## src/rtl/trunc_frac_mul.sv

```systemverilog
module trunc_frac_mul #(
  parameter int N       = 8,
  parameter int K       = 2,
  parameter bit OUT_REG = 1'b1
) (
  input  logic         clk,
  input  logic         rst_n,
  input  logic [N-1:0] a,
  input  logic [N-1:0] b,
  output logic [N-1:0] p
);
  localparam int TOP = N + K;
  localparam int SW  = TOP + 1;
  localparam int CW  = $clog2(N + 1);

  // one injected one per column N+2 .. N+K
  function automatic logic [SW-1:0] inject_val();
    logic [SW-1:0] v;
    v = '0;
    for (int c = N + 2; c <= TOP; c++) v[TOP-c] = 1'b1;
    return v;
  endfunction

  localparam logic [SW-1:0] INJECT = inject_val();

  logic [CW-1:0] cnt [2:TOP+1];
  logic [SW-1:0] sum;
  logic [N-1:0]  prod;

  // only columns 2 .. N+K+1 exist
  for (genvar c = 2; c <= TOP + 1; c++) begin : g_col
    localparam int LO = (c - N > 1) ? c - N : 1;
    localparam int HI = (c - 1 < N) ? c - 1 : N;
    localparam int H  = HI - LO + 1;
    logic [H-1:0] bits;
    for (genvar i = LO; i <= HI; i++) begin : g_pp
      assign bits[i-LO] = a[N-i] & b[N-(c-i)];
    end
    assign cnt[c] = CW'($countones(bits));
  end

  // weighted column sum, last column folded to unit weight
  always_comb begin
    sum = INJECT;
    for (int c = 2; c <= TOP; c++) sum = sum + (SW'(cnt[c]) << (TOP - c));
    sum = sum + SW'(cnt[TOP+1]);
  end

  assign prod = sum[TOP-1:K];


  if (OUT_REG) begin : g_reg
    always_ff @(posedge clk or negedge rst_n) begin
      if (!rst_n) p <= '0;
      else        p <= prod;
    end
  end else begin : g_comb
    assign p = prod;
  end
endmodule


```

## config.mk

```make
export PLATFORM = sky130hd
export DESIGN_NAME = trunc_frac_mul
export DESIGN_NICKNAME = d
export VERILOG_FILES = /design/src/rtl/trunc_frac_mul.sv
export SDC_FILE = /design/constraint.sdc
export NUM_CORES = 1
export LEC_CHECK = 0
export BUFFER_PORTS_ARGS = -buffer_cell sky130_fd_sc_hd__buf_2
export CAP_MARGIN = 20
export CELL_PAD_IN_SITES_DETAIL_PLACEMENT = 0
export CELL_PAD_IN_SITES_GLOBAL_PLACEMENT = 1
export CORE_MARGIN = 1.5
export CORE_UTILIZATION = 35
export CTS_CLUSTER_DIAMETER = 50
export DETAILED_ROUTE_END_ITERATION = 16
export GPL_TIMING_DRIVEN = 0
export PLACE_DENSITY_LB_ADDON = 0.08
export SLEW_MARGIN = 20
export SYNTH_ARGS = -nofsm -noshare
export SYNTH_HDL_FRONTEND = slang
export SYNTH_SLANG_ARGS = --single-unit
```

## constraint.sdc

```tcl
create_clock -name clk -period 0.8 [get_ports clk]
set_input_delay 0.04 -clock clk [delete_from_list [all_inputs] [get_ports clk]]
set_output_delay 0.04 -clock clk [all_outputs]
set_load 0.01 [all_outputs]
```

## Yosys cells after proc, flatten, opt, wreduce, memory -nomap -nowiden

Index checks and enable logic that the tools add are counted.

| storage, ports and cells | value |
|---|---|
| output and inout port bits | 8 |
| word-level logic and storage cells | 99 |
| flip-flop bits (word level) | 8 |
| input bits | 18 |

| cells by class | value |
|---|---|
| bitwise logic cells | 49 |
| $add $sub $neg | 49 |

Operators with widths:

| operator | number |
|---|---|
| bitwise AND 1 bit | 49 |
| adder 1 x 1 -> 2 bit | 22 |
| adder 2 x 2 -> 3 bit | 8 |
| adder 10 x 4 -> 10 bit | 2 |
| adder 10 x 8 -> 10 bit | 2 |
| adder 10 x 9 -> 10 bit | 2 |
| adder 3 x 3 -> 4 bit | 3 |
| adder 1 x 9 -> 10 bit (first input constant) | 1 |
| adder 10 x 5 -> 10 bit | 1 |
| adder 10 x 6 -> 10 bit | 1 |
| adder 10 x 7 -> 10 bit | 1 |
| adder 2 x 1 -> 3 bit | 3 |
| adder 3 x 2 -> 4 bit | 2 |
| adder 3 x 1 -> 4 bit | 1 |

## Longest topological paths before layout

| logic depth | value |
|---|---|
| depth after elaboration | 11 |
| mapped depth | 20 |
| depth with buffers taken out | 20 |

## Worst setup path before layout

Ideal clock, no wire load.

| path | value |
|---|---|
| path type | in2reg |
| start point | input a[7] |
| end point | register p[7] |
| library setup time | 0.127 ns |
| cell stages on the path | 20 |
| setup slack | -4.204 ns |
| buffers on the path | 0 |
| data arrival time | 4.877 ns |
| required time | 0.673 ns |
| cell sequence | and2_1 -> fa_1 -> inv_1 -> fa_1 -> fa_1 -> inv_1 -> ha_1 -> inv_1 -> fa_1 -> xor2_1 -> fa_1 -> fa_1 -> inv_1 -> ha_1 -> ha_1 -> ha_1 -> and2_1 -> and3_1 -> a221oi_2 -> xnor2_1 |

| between the ends | value |
|---|---|
| longest elaborated chain between the ends | 11 |
| elaborated cells between the ends (all ways) | 35 |
| those cells by class | add/sub (27); bitwise (8) |

Ends and longest elaborated chain:

| what | RTL line | text |
|---|---|---|
| from (decl) | 8 | `input logic [N-1:0] a,` |
| bitwise AND 1 bit | 37 | `assign bits[i-LO] = a[N-i] & b[N-(c-i)];` |
| adder 1 x 9 -> 10 bit or adder 1 x 1 -> 2 bit (tied branches) | 45, 39 |  |
| adder 10 x 9 -> 10 bit or adder 2 x 1 -> 3 bit (tied branches) | 45, 39 |  |
| adder 10 x 9 -> 10 bit | 45 | `for (int c = 2; c <= TOP; c++) sum = sum + (SW'(cnt[c]) << (TOP - c));` |
| adder 10 x 8 -> 10 bit (2 in a row) | 45 |  |
| adder 10 x 7 -> 10 bit | 45 |  |
| adder 10 x 6 -> 10 bit | 45 |  |
| adder 10 x 5 -> 10 bit (*) | 45 |  |
| adder 10 x 4 -> 10 bit (*) | 45 |  |
| adder 10 x 4 -> 10 bit (*) | 46 | `sum = sum + SW'(cnt[TOP+1]);` |
| via sum[9] | 27 | `logic [SW-1:0] sum;` |
| to (signal assigned) | 55 | `else p <= prod;` |
| to (decl) | 10 | `output logic [N-1:0] p` |

The timed path passes the listed nets; every way through them passes the cells marked *.

## Final worst setup path

| path | value |
|---|---|
| start point | input b[0] |
| end point | register p[6] |

| between the ends | value |
|---|---|
| longest elaborated chain between the ends | 7 |
| elaborated cells between the ends (all ways) | 15 |
| those cells by class | add/sub (12); bitwise (3) |

Ends and longest elaborated chain:

| what | RTL line | text |
|---|---|---|
| from (decl) | 9 | `input logic [N-1:0] b,` |
| bitwise AND 1 bit | 37 |  |
| adder 1 x 1 -> 2 bit (not written as such) | 39 | `assign cnt[c] = CW'($countones(bits));` |
| adder 2 x 2 -> 3 bit (not written as such) | 39 |  |
| adder 3 x 3 -> 4 bit (not written as such) | 39 |  |
| adder 10 x 5 -> 10 bit | 45 |  |
| adder 10 x 4 -> 10 bit | 45 |  |
| adder 10 x 4 -> 10 bit (*) | 46 |  |
| via sum[8] | 27 |  |

Marked as above.

==> results.py <==
metrics = {
    "synth": {
        "avgSynthCellArea_um2": 9.71,
        "synth_flop_cell": "dfrtp_1",
        "synth_compound_area_share_pct": 5.59,
        "synthSimpleGateAreaFrac_pct": 18.6,
        "synthTopCellsByArea": "fa_1 31%, ha_1 22%, dfrtp_1 11%",
        "netlist_instances": 196,
        "yosysUniqueCellTypes": 28,
        "ys_warn_count": 0,
        "yosys.area.top_type": "fa_1",
        "synth-edff-count": 0,
        "muxShareOfSynthArea_pct": 0,
        "async_reset_ff_share_pct": 100,
        "synth_top_family_by_area": "adder cells",
        "syn_nets": 277,
        "synth_fa_ha_area_share_pct": 52.9,
        "synth-xor-area-share_pct": 4.14,
        "seq_area_frac_synth_pct": 10.5,
        "netlist_area_mm2": 0.00190,
        "ys_ff_latch": 8,
        "synth_top_area_share_pct": 30.5,
    },
    "placement": {
        "port-buffer-count": 25,
        "hpwl_mm": 3.34,
        "gp_congestion": 0.824,
        "pre_cts_ws_ns": -4.18,
    },
    "final_layout": {
        "largest_reg_flops": 8,
        "multi_input_area_mm2": 0.00179,
        "top_regs": "p x8",
        "fill_cells": 494,
        "diodes": 0,
        "drive_gt1_share_pct": 34.3,
        "areaGrowthSynthToFinish_pct": 32.0,
        "seqCellArea_um2": 200,
        "top_register": "p",
        "fin_nets": 316,
    },
    "setup_path": {
        "crit_slowest_cell": "fa_1",
        "cpMostUsedCell": "fa_1",
        "arrival_ns": 4.66,
        "start_kind": "input port",
        "end_kind": "flop",
        "worstPathRequired_ns": 0.90,
        "cp_slowest_stage_delay_ns": 0.55,
        "cp_top_family": "adder cells",
        "path_buf_inv": 6,
        "cp_max_fo": 7,
        "path_cells": "buf_6 -> and2_4 -> fa_1 -> inv_1 -> fa_1 -> fa_1 -> inv_2 -> ha_4 -> ha_4 -> fa_1 -> inv_2 -> fa_1 -> inv_2 -> ha_4 -> nand4b_4 -> a2111oi_4 -> buf_6 -> a31oi_2 -> xnor2_1",
        "crit_type": "input port to flop",
    },
    "route": {
        "vias": 1434,
        "drc": 0,
        "ant_nets": 0,
        "postRouteWirelength_mm": 4.01,
        "first_iter_violations": 60,
        "first_pass_iters": 2,
        "viasPerCell": 4.73,
        "post_drt_wl_per_cell_um": 13.2,
    },
    "floorplan": {
        "die_area_mm2": 0.00589,
        "start_util_pct": 36.8,
        "die_y_um": 76.7,
        "io_pins": 26,
        "num_rows": 26,
        "design.core.area_mm2": 0.00517,
        "die_w_um": 76.7,
    },
    "sta": {
        "max_slew.worst_pin.slew_ns": 0.269,
        "finalHoldViolCount": 0,
        "setup_viol": 8,
        "slew_headroom_pct": 82.0,
        "max_freq_mhz": 219,
        "tns_ns": -29.10,
        "slew_violations": 0,
        "setup_slack_ns": -3.76,
        "finalCriticalPeriod_ns": 4.56,
        "holdWs_ns": 0.188,
        "grt_setup_unrepaired": "true",
        "period_share_pct": 570,
    },
    "min_path": {
        "min_path_type": "input port to asynchronous set/reset pin",
    },
    "global_route": {
        "grt_use_total_pct": 15.7,
        "grt_max_degree": 9,
        "antenna_found_initial": 0,
        "grt_pass1_vias": 1691,
        "grt_pass1_wl_mm": 7.49,
        "grt_remaining_overflow": 0,
    },
    "clock_network": {
        "cts_tree": "yes",
        "clk_path_buf_depth": 2,
        "cts_buffers": 3,
        "path_clk_slew_ns": 0.04,
        "cts_root_buffer": "clkbuf_8",
        "clock_sinks": 8,
        "htreeDepth": 1,
    },
    "run_status": {
        "status": "finished with violations",
        "violations": "setup timing",
    },
    "job": {
        "maxCapViolations": 0,
    },
    "power_and_ir_drop": {
        "leakage_uw": 0.00124,
        "p_per_area_mw_per_mm2": 3300,
        "irDropWorstVdd_uv": 2840,
    },
}
[layer usage]
metal  wire length (µm)  track usage, %
met1               1730            19.1
met2               2180            29.5
met3                 77            2.98
met4                 26            1.48
met5                  0               0
[per-stage QoR]
step	utilization, %	cells	instance area [µm²]	power (µW)
floorplan	-	196	2040	5220
global placement	43.6	291	2250	6260
detailed placement	43.6	291	2250	6350
CTS	47.8	301	2470	8220
global route	48.5	303	2510	9300
finish	48.5	303	2510	8290
[synthesized netlist by cell type (2+ instances only)]
library cell	instances
a21oi_1	2
and2_1	24
dfrtp_1	8
nand2_1	21
a31oi_1	2
xnor2_1	7
nor2_1	4
fa_1	29
and2_2	5
ha_1	34
inv_1	42
xor2_1	2
[power by group]
part / internal (µW) / leakage [µW] / switching, µW / total [µW]
Sequential: 652 / 0.0000953 / 32.2 / 684
Combinational: 3690 / 0.00112 / 3440 / 7140
Clock: 324 / 0.0000216 / 142 / 466
Total: 4670 / 0.00124 / 3620 / 8290
[cell usage in the layout, fill, tap and decap left out, types with 2 or more instances in the layout]
| master | n |
|---|---|
| inv_1 | 35 |
| fa_1 | 27 |
| ha_1 | 22 |
| nand2_1 | 21 |
| and2_1 | 20 |
| buf_2 | 20 |
| ha_4 | 12 |
| dfrtp_1 | 8 |
| inv_2 | 7 |
| xnor2_1 | 7 |
| buf_4 | 7 |
| and2_2 | 5 |
| buf_6 | 5 |
| and2_4 | 4 |
| clkbuf_8 | 3 |
| xor2_1 | 2 |
| nor2_4 | 2 |
| nor2_1 | 2 |
| fa_2 | 2 |
[layout make-up]
class	count	area share (%)
inverter	42	6.28
sequential	8	7.97
tap	70	3.49
timing repair buffer	34	9.32
clock buffer	3	1.64
multi-input combinational	146	71.3
[timing repair]
| item | CTS | global route |
|---|---|---|
| pin swaps | 12 | 7 |
| hold buffers | 1 | 0 |
| hold endpoints to repair | 8 | 0 |
| buffers inserted | 6 | 2 |
| resized for setup | 27 | 5 |
| setup endpoints to repair | 8 | 8 |
| gates cloned | 0 | 0 |
[kinds of logic (layout without fill, tap and decap cells)]
family / count (synthesis) / after routing
AO/OA/AOI/OAI: 12 / 12
XOR/XNOR: 9 / 9
adder cells (fa/ha/maj): 63 / 63
AND/OR/NAND/NOR: 62 / 62
flip-flops: 8 / 8
buffers and inverters: 42 / 79
[worst paths after layout]
| kind | depth (start not counted) | endpoint | slack (ns) | from |
|---|---|---|---|---|
| max | 19 | p[6] | -3.76 | b[0] |
| min in group clk | 5 | p[2] | 0.28 | b[1] |
| min | 2 | p[5] | 0.19 | rst_n |
| max in group asynchronous | 2 | p[2] | 0.45 | rst_n |
No activity file was read; power rests on OpenSTA's default activity.
